**config.mk**
```make
export PLATFORM = sky130hd
export DESIGN_NAME = adc_avg_ofs
export DESIGN_NICKNAME = d
export VERILOG_FILES = /design/src/rtl/adc_avg_pkg.sv /design/src/rtl/adc_avg_accum.sv /design/src/rtl/adc_avg_post.sv /design/src/rtl/adc_avg_ofs.sv
export SDC_FILE = /design/constraint.sdc
export NUM_CORES = 1
export LEC_CHECK = 0
export BUFFER_PORTS_ARGS = -buffer_cell sky130_fd_sc_hd__buf_2
export CAP_MARGIN = 20
export CORE_AREA = 2 2 115 117
export CTS_CLUSTER_DIAMETER = 200
export DETAILED_ROUTE_END_ITERATION = 6
export DIE_AREA = 0 0 117 119
export PLACE_DENSITY = 0.79
export SETUP_SLACK_MARGIN = 0.5
export SLEW_MARGIN = 5
export SYNTH_ARGS = -nofsm -noshare
export SYNTH_HDL_FRONTEND = slang
export SYNTH_SLANG_ARGS = --single-unit
```
**constraint.sdc**
```tcl
create_clock -name clk -period 23.3 [get_ports clk]
set_input_delay 0 -clock clk [delete_from_list [all_inputs] [get_ports clk]]
set_output_delay 0 -clock clk [all_outputs]
set_load 0.01 [all_outputs]
```
**src/rtl/adc_avg_pkg.sv**
```systemverilog
package adc_avg_pkg;
    localparam int SMP_W   = 16;
    localparam int LOG_MAX = 5;
    localparam int ACC_W   = SMP_W + LOG_MAX + 1;
    localparam int CNT_W   = LOG_MAX + 1;
    localparam int AVG_W   = SMP_W + 1;
    localparam int DIF_W   = SMP_W + 2;

    typedef struct packed {
        logic signed [ACC_W-1:0] acc;
        logic [CNT_W-1:0]        cnt;
        logic [2:0]              mode;
    } acc_state_t;

    typedef struct packed {
        logic             done;
        logic [SMP_W-1:0] result;
    } out_state_t;
endpackage

```
**src/rtl/adc_avg_accum.sv**
```systemverilog
module adc_avg_accum
    import adc_avg_pkg::*;
(
    input  logic                    clk,
    input  logic                    rst_n,
    input  logic                    smp_vld,
    input  logic [SMP_W-1:0]        smp,
    input  logic                    diff,
    input  logic [2:0]              avg_code,
    output logic                    set_done,
    output logic signed [AVG_W-1:0] avg_val
);
    acc_state_t st_q, st_d;

    logic                    mode_chg;
    logic [2:0]              shamt;
    logic [CNT_W-1:0]        target;
    logic signed [ACC_W-1:0] ext, base_acc, sum, half, rounded;
    logic [CNT_W-1:0]        base_cnt, next_cnt;

    always_comb begin
        st_d     = st_q;
        set_done = 1'b0;
        mode_chg = (avg_code != st_q.mode);
        shamt    = (avg_code < 3'd4) ? (avg_code + 3'd2) : 3'd0;
        target   = CNT_W'(1) << shamt;
        half     = (shamt == 3'd0) ? '0 : (ACC_W'(1) << (shamt - 3'd1));
        ext      = diff ? {{(ACC_W-SMP_W){smp[SMP_W-1]}}, smp}
                        : {{(ACC_W-SMP_W){1'b0}}, smp};
        base_acc = mode_chg ? '0 : st_q.acc;
        base_cnt = mode_chg ? '0 : st_q.cnt;
        sum      = base_acc + ext;
        next_cnt = base_cnt + CNT_W'(1);
        rounded  = (sum + half) >>> shamt;
        avg_val  = rounded[AVG_W-1:0];
        st_d.mode = avg_code;
        st_d.acc  = base_acc;
        st_d.cnt  = base_cnt;
        if (smp_vld) begin
            if (next_cnt == target) begin
                set_done  = 1'b1;
                st_d.acc  = '0;
                st_d.cnt  = '0;
            end else begin
                st_d.acc  = sum;
                st_d.cnt  = next_cnt;
            end
        end
    end

    always_ff @(posedge clk) begin
        if (!rst_n) st_q <= '0;
        else        st_q <= st_d;
    end

    AST_CNT_BELOW_SET: assert property (@(posedge clk) disable iff (!rst_n)
        st_q.cnt < CNT_W'(32));
    AST_CHANGE_CLEARS: assert property (@(posedge clk) disable iff (!rst_n)
        (avg_code != st_q.mode) && !smp_vld |=> (st_q.cnt == '0) && (st_q.acc == '0));
    AST_IDLE_HOLDS: assert property (@(posedge clk) disable iff (!rst_n)
        !smp_vld && (avg_code == st_q.mode) |=> $stable(st_q.cnt) && $stable(st_q.acc));
endmodule

```
**src/rtl/adc_avg_post.sv**
```systemverilog
module adc_avg_post
    import adc_avg_pkg::*;
(
    input  logic signed [AVG_W-1:0] avg_val,
    input  logic [SMP_W-1:0]        offset,
    input  logic                    diff,
    input  logic [1:0]              res_code,
    output logic [SMP_W-1:0]        result
);
    localparam logic signed [DIF_W-1:0] S_MAX = DIF_W'((1 << (SMP_W-1)) - 1);
    localparam logic signed [DIF_W-1:0] S_MIN = -DIF_W'(1 << (SMP_W-1));
    localparam logic signed [DIF_W-1:0] U_MAX = DIF_W'((1 << SMP_W) - 1);

    logic signed [DIF_W-1:0] dif, sat, shifted;
    logic [4:0]              bits_se, sh;

    always_comb begin
        dif = {avg_val[AVG_W-1], avg_val} - {{2{offset[SMP_W-1]}}, offset};
        if (diff) begin
            if (dif > S_MAX)      sat = S_MAX;
            else if (dif < S_MIN) sat = S_MIN;
            else                  sat = dif;
        end else begin
            if (dif > U_MAX)      sat = U_MAX;
            else if (dif < 0)     sat = '0;
            else                  sat = dif;
        end
        case (res_code)
            2'd0:    bits_se = 5'd8;
            2'd1:    bits_se = 5'd12;
            2'd2:    bits_se = 5'd10;
            default: bits_se = 5'd16;
        endcase
        sh = 5'(SMP_W) - bits_se;
        if (diff && res_code != 2'd3) sh = sh - 5'd1;
        shifted = sat >>> sh;
        result  = shifted[SMP_W-1:0];
    end
endmodule

```
**src/rtl/adc_avg_ofs.sv**
```systemverilog
module adc_avg_ofs
    import adc_avg_pkg::*;
(
    input  logic             clk,
    input  logic             rst_n,
    input  logic             in_valid,
    input  logic [SMP_W-1:0] in_sample,
    input  logic [2:0]       avg_code,
    input  logic             diff_mode,
    input  logic [1:0]       res_code,
    input  logic [SMP_W-1:0] offset,
    output logic             out_done,
    output logic [SMP_W-1:0] out_result
);
    out_state_t st_q, st_d;
    logic                    set_done;
    logic signed [AVG_W-1:0] avg_val;
    logic [SMP_W-1:0]        fmt_res;

    adc_avg_accum u_accum (
        .clk      (clk),
        .rst_n    (rst_n),
        .smp_vld  (in_valid),
        .smp      (in_sample),
        .diff     (diff_mode),
        .avg_code (avg_code),
        .set_done (set_done),
        .avg_val  (avg_val)
    );

    adc_avg_post u_post (
        .avg_val  (avg_val),
        .offset   (offset),
        .diff     (diff_mode),
        .res_code (res_code),
        .result   (fmt_res)
    );

    always_comb begin
        st_d      = st_q;
        st_d.done = set_done;
        if (set_done) st_d.result = fmt_res;
    end

    always_ff @(posedge clk) begin
        if (!rst_n) st_q <= '0;
        else        st_q <= st_d;
    end

    assign out_done   = st_q.done;
    assign out_result = st_q.result;

    AST_DONE_NEEDS_SAMPLE: assert property (@(posedge clk) disable iff (!rst_n)
        out_done |-> $past(in_valid));
    AST_BYPASS_POSTS: assert property (@(posedge clk) disable iff (!rst_n)
        in_valid && avg_code[2] |=> out_done);
    AST_SE8_RANGE: assert property (@(posedge clk) disable iff (!rst_n)
        out_done && !diff_mode && res_code == 2'd0 && $stable(diff_mode) && $stable(res_code)
        |-> out_result[SMP_W-1:8] == '0);
    AST_DIFF9_SIGN: assert property (@(posedge clk) disable iff (!rst_n)
        out_done && diff_mode && res_code == 2'd0 && $stable(diff_mode) && $stable(res_code)
        |-> (out_result[SMP_W-1:8] == '0) || (out_result[SMP_W-1:8] == '1));
endmodule

```
After elaboration in Yosys (flattened, before gate mapping)
Cells that the tools add are included.

$lt $le $gt $ge: 5. Muxes and demuxes: 16. Shifts and indexed selects: 4. Add/subtract/negate cells: 8. Eq/ne operators: 5. Reduce and logical (&&, ||, !) cells: 3.

Operator list (number): $mux W18 (5); $mux W22 (3); $mux W28 (2); $add A22 B22 Y22 (2); $shl A1 B3 Y22 const A (1); $sshr A22 B3 Y17 (1); $gt A18 B16 Y1 const B (1); $gt A18 B17 Y1 const B (1); $lt A18 B1 Y1 const B (1); $lt A18 B16 Y1 const B (1); $sshr A18 B5 Y16 (1); $sub A17 B16 Y18 (1); $pmux W5 S3 (1); $add A6 B1 Y6 const B (1); $eq A6 B6 Y1 (1); $mux W6 (1); $shl A1 B3 Y6 const A (1); $mux W5 (1); $sub A5 B1 Y5 const B (1); $sub A5 B5 Y5 const A (1); $add A3 B2 Y3 const B (1); $logic_not A3 Y1 (1); $lt A3 B3 Y1 const B (1); $mux W3 (1); other kinds (8) (9).

Bits of input ports: 41. Logic and storage cells: 46. Flip-flop bits (word level): 48.

Depth between registers and ports, before layout
Word-level depth: 13. Mapped depth: 44. Gate-level depth less buffers: 37.

Hierarchy
A second synthesis with hierarchy kept.

Cell total of the unflattened synthesis: 996. Area, all modules: 7315.8 µm².

By module, submodules not included: adc_avg_accum (area each 4332.9 µm², instances 1, seq. area each 620.6 µm², cells an instance 589); adc_avg_post (area each 2339.7 µm², instances 1, seq. area each 0.0 µm², cells an instance 354); adc_avg_ofs (area each 643.1 µm², instances 1, seq. area each 340.3 µm², cells an instance 53).

Worst setup path before layout
Ideal clock, no wire load.

Path kind: reg2reg. Start point: register u_accum.st_q[2] in the netlist's numbering. End point: register st_q, in the netlist out_result[6]. Data arrival time: 8153 ps. Setup time: 79 ps. Buffers on the path: 8. Setup slack: 15068 ps. Stages on the path, launching flop included: 41. Period minus slack after synthesis: 8232 ps. Path through: dfxtp_1 xnor2_1 and3_1 clkbuf_1 clkbuf_1 clkbuf_1 and2_1 ha_1 a21o_1 a31o_2 o21ai_0 nand2b_1 a21oi_1 xnor2_1 ha_1 or3_1 o21a_1 o31a_1 (+5 left out) o221ai_1 ha_1 clkbuf_1 a21o_1 a2111oi_1 nand2b_1 o2111a_1 buf_4 clkbuf_1 nand3_1 ha_1 clkbuf_1 clkbuf_1 nor2_1 o211a_1 o31ai_4 o22ai_2 a211oi_2.

Longest elaborated chain between the ends: 11.

Ends and longest elaborated chain: start, declared (line adc_avg_accum.sv:13) `acc_state_t st_q, st_d;`; start signal, assigned (line adc_avg_accum.sv:53) `else st_q <= st_d;`; $ne A3 B3 Y1 (*) (line adc_avg_accum.sv:24) `mode_chg = (avg_code != st_q.mode);`; $mux W22 (line adc_avg_accum.sv:30) `base_acc = mode_chg ? '0 : st_q.acc;`; $add A22 B22 Y22 (line adc_avg_accum.sv:32) `sum = base_acc + ext;`; $add A22 B22 Y22 (line adc_avg_accum.sv:34) `rounded = (sum + half) >>> shamt;`; $sshr A22 B3 Y17 (line adc_avg_accum.sv:34); $sub A17 B16 Y18 (line adc_avg_post.sv:18) `dif = {avg_val[AVG_W-1], avg_val} - {{2{offset[SMP_W-1]}}, offset};`; $lt A18 B1 Y1 or $lt A18 B16 Y1 (tied branches) (line adc_avg_post.sv:25, adc_avg_post.sv:21); $mux W18 (on tied branches) (line adc_avg_post.sv:25, adc_avg_post.sv:21); $mux W18 (on tied branches) (line adc_avg_post.sv:24, adc_avg_post.sv:20); $mux W18 (line adc_avg_post.sv:19) `if (diff) begin`; $sshr A18 B5 Y16 (line adc_avg_post.sv:36) `shifted = sat >>> sh;`; end signal, assigned (line adc_avg_ofs.sv:47) `else st_q <= st_d;`; end, declared (line adc_avg_ofs.sv:15) `out_state_t st_q, st_d;`.

Every way passes the cells marked *; elsewhere a longest branch is shown, timed or not. A chain may end at the register's enable or synchronous reset.

Final worst setup path
Start point: register u_accum.st_q[1] in the netlist's numbering. End point: register st_q, in the netlist out_result[8].

The elaborated chain is that of the path after synthesis.

==> flow_metrics.tcl <==
set metrics [dict create \
    status "finished clean" \
    maxSlewHeadroom 0.325 \
    rows 42 \
    slowest_stage "o2111a_1" \
    reg2regPathDepth 34 \
    fp.dieH_um 119 \
    rr_endpoint "out_result[8]$_SDFFE_PN0P_" \
    core_area_um2 12900 \
    cts.path.max_buffers 2 \
    n_antenna_cell 0 \
    worstHoldStart "avg_code[0]" \
    synth-seq-cells 48 \
    hold_depth 2 \
    crit_arrival_ns 9.55 \
    synthSimpleGateAreaFrac 0.284 \
    fin_tns_setup_ns 0 \
    vdd_drop_max_uv 34.6 \
    num_vias 8199 \
    cts_sinks 48 \
    hp-class "in2reg" \
    synth_top_family_by_area "compound AO/OA/AOI/OAI gates" \
    yosysWarnings 0 \
    start_kind "flop" \
    first_iter_violations 907 \
    grt_overflow 0 \
    synthCells 1057 \
    synth_fa_ha_area_frac 0.0982 \
    cts_inserted_buffers 5 \
    hold_end "u_accum.st_q[0]$_SDFF_PN0_" \
    grt_usage 0.306 \
    setup_viol 0 \
    finalCritPeriodShare 0.403 \
    cts.hold.buffers_added 0 \
    synth_cell_types 94 \
    async_flop_share 0 \
    synth.cell_area_um2 7490 \
    cpPeakStageDelay_ns 0.67 \
    ant_nets 0 \
    synth_xor_area_frac 0.0578 \
    reg2reg_slack_ns 13.92 \
    fmax_ghz 0.107 \
    cts_resized 0 \
    skew_ns 0.00982 \
    final_cells 1239 \
    antenna_found_initial 0 \
    post_cts_buffers 0 \
    ctsRootBufferMaster "clkbuf_16" \
    drc 0 \
    gp_congestion 0.973 \
    die_area_um2 13900 \
    finalHoldViolCount 0 \
    wl_mm 21.8 \
    hpwl_mm 16.7 \
    fin_nets 1161 \
    grt_max_degree 49 \
    grt_pass1_wl_mm 35.2 \
    r2r-start "u_accum.st_q[1]$_SDFF_PN0_" \
    ioPinCount 58 \
    required_ns 23.47 \
    drv_cap 0 \
    area_growth_pct 5.66 \
    drive_gt1_frac 0.103 \
    synth.area.mux_share 0.0314 \
    routed_via_density 6.62 \
    die_w_um 117 \
    slew_viol_final 0 \
    power_density_nw_per_um2 50.9 \
    synth-main-ff-cell "dfxtp_1" \
    end_kind "flop" \
    cts.clk_slew.worst_paths_ns 0.07 \
    rsz0062_at_grt "false" \
    io_buffers 57 \
    htreeDepth 2 \
    crit_path_max_fanout 34 \
    yosysSeqAreaShare 0.128 \
    finalCriticalPeriod_ns 9.38 \
    worst_pin_slew_ns 1.00 \
    syn_nets 1155 \
    cts_tree "yes" \
    initial_core_util 0.582 \
    firstDrtPassIters 5 \
    wl_per_cell_um 17.6 \
    grt_pass1_vias 7302 \
    p_leak_nw 3.32 \
    crit_type "reg2reg" \
    clock_latency_ns 0.29 \
    synth-compound-area-share 0.338 \
    synth_edf_count 0 \
    syn_area_per_cell_um2 7.09 \
    placed_cells 1232 \
]
-- final cells by class --
class                   count  area (µm²)
multi-input cells         894        6060
clock buffers               6         139
fillers                  1235        4960
clock inverters             1        8.76
repair buffers             64         338
well taps                 176         220
inverters                  50         188
flip-flops and latches     48         961
-- per-layer routing --
layer | share of wire | vias to the layer above | global-route usage
met5 | 0 | - | 0
met4 | 0.027 | 0 | 0.0890
met3 | 0.070 | 57 | 0.0341
met2 | 0.46 | 364 | 0.491
met1 | 0.45 | 3827 | 0.430
li1 | - | 3951 | -
-- registers in the layout (all words and copies together) (netlist names) --
name,cells
u_accum.st_q,31
out_done,1
out_result,16
-- where the power goes --
| group | switching, mW | total, mW | internal (mW) |
|---|---|---|---|
| Combinational | 0.154 | 0.240 | 0.0863 |
| Clock | 0.0318 | 0.0742 | 0.0424 |
| Sequential | 0.00202 | 0.0885 | 0.0865 |
-- per-stage QoR --
step	utilization	area, µm²	setup WS, ns	hold WS, ns	power, mW
5_1_grt	0.615	7920	13.13	0.149	0.427
4_1_cts	0.615	7920	14.14	0.138	0.396
3_5_place_dp	0.604	7770	14.08	0.396	0.322
6_report	0.615	7920	13.92	0.151	0.403
2_1_floorplan	-	7490	15.07	0.304	0.270
3_3_place_gp	0.604	7770	14.27	0.394	0.320
-- placed cells by master (no fill, tap or decap), drive strengths merged, types with 22 or more instances in the layout --
cell type and instances:
xnor2 33, and2 38, nor2 79, a21oi 65, a21o 22, a21boi 24, dfxtp 48, nand2 104
nor3 36, inv 49, nand3 58, buf 64, ha 54, o21ai 63
-- how the worst max path moves through the flow --
stage	slack [ns]	from	endpoint	cells past startpoint
detailed placement	14.08	avg_code[1]	out_result[8]$_SDFFE_PN0P_	35
global route	13.13	u_accum.st_q[1]$_SDFF_PN0_	out_result[8]$_SDFFE_PN0P_	34
global placement	14.27	avg_code[1]	out_result[8]$_SDFFE_PN0P_	35
CTS	14.14	u_accum.st_q[1]$_SDFF_PN0_	out_result[8]$_SDFFE_PN0P_	34
finish	13.92	u_accum.st_q[1]$_SDFF_PN0_	out_result[8]$_SDFFE_PN0P_	34
floorplan	15.07	u_accum.st_q[2]$_SDFF_PN0_	out_result[6]$_SDFFE_PN0P_	40
-- Yosys cell counts, drive strengths merged, types with 10 or more instances --
cell type,count,area share
nand2,104,0.052
nor2,79,0.040
a21oi,65,0.044
o21ai,63,0.044
nand3,58,0.040
ha,54,0.090
inv,49,0.025
dfxtp,48,0.13
clkbuf,44,0.022
and2,38,0.032
nor3,36,0.024
xnor2,33,0.040
a21boi,24,0.024
a21o,22,0.022
a211oi,21,0.025
buf,21,0.015
mux2i,19,0.025
o211ai,19,0.019
or3,19,0.017
o21a,18,0.018
nand4,14,0.012
and3,13,0.011
xor2,13,0.015
a31oi,12,0.010
nor4,11,0.014
nand2b,10,0.0083
-- worst max-delay path, delay by kind of cell, from the launching register on --
| kind | cells | cell delay (ns) |
|---|---|---|
| xor+xnor | 2 | 0.39 |
| buf+inv | 4 | 0.76 |
| compound gates | 16 | 4.30 |
| simple gates | 8 | 1.89 |
| flops | 1 | 0.31 |
| fa+ha+maj | 4 | 1.59 |
-- cell families (layout without fill, tap and decap cells) --
family / Yosys count / count (layout)
AOI/OAI and AO/OA: 352 / 352
xor gates and xnor gates: 47 / 47
adders and majority gates: 57 / 57
buffers and inverters: 115 / 121
DFF: 48 / 48
muxes: 22 / 22
and+or+nand+nor: 416 / 416
No activity file was read; power rests on OpenSTA's default activity.
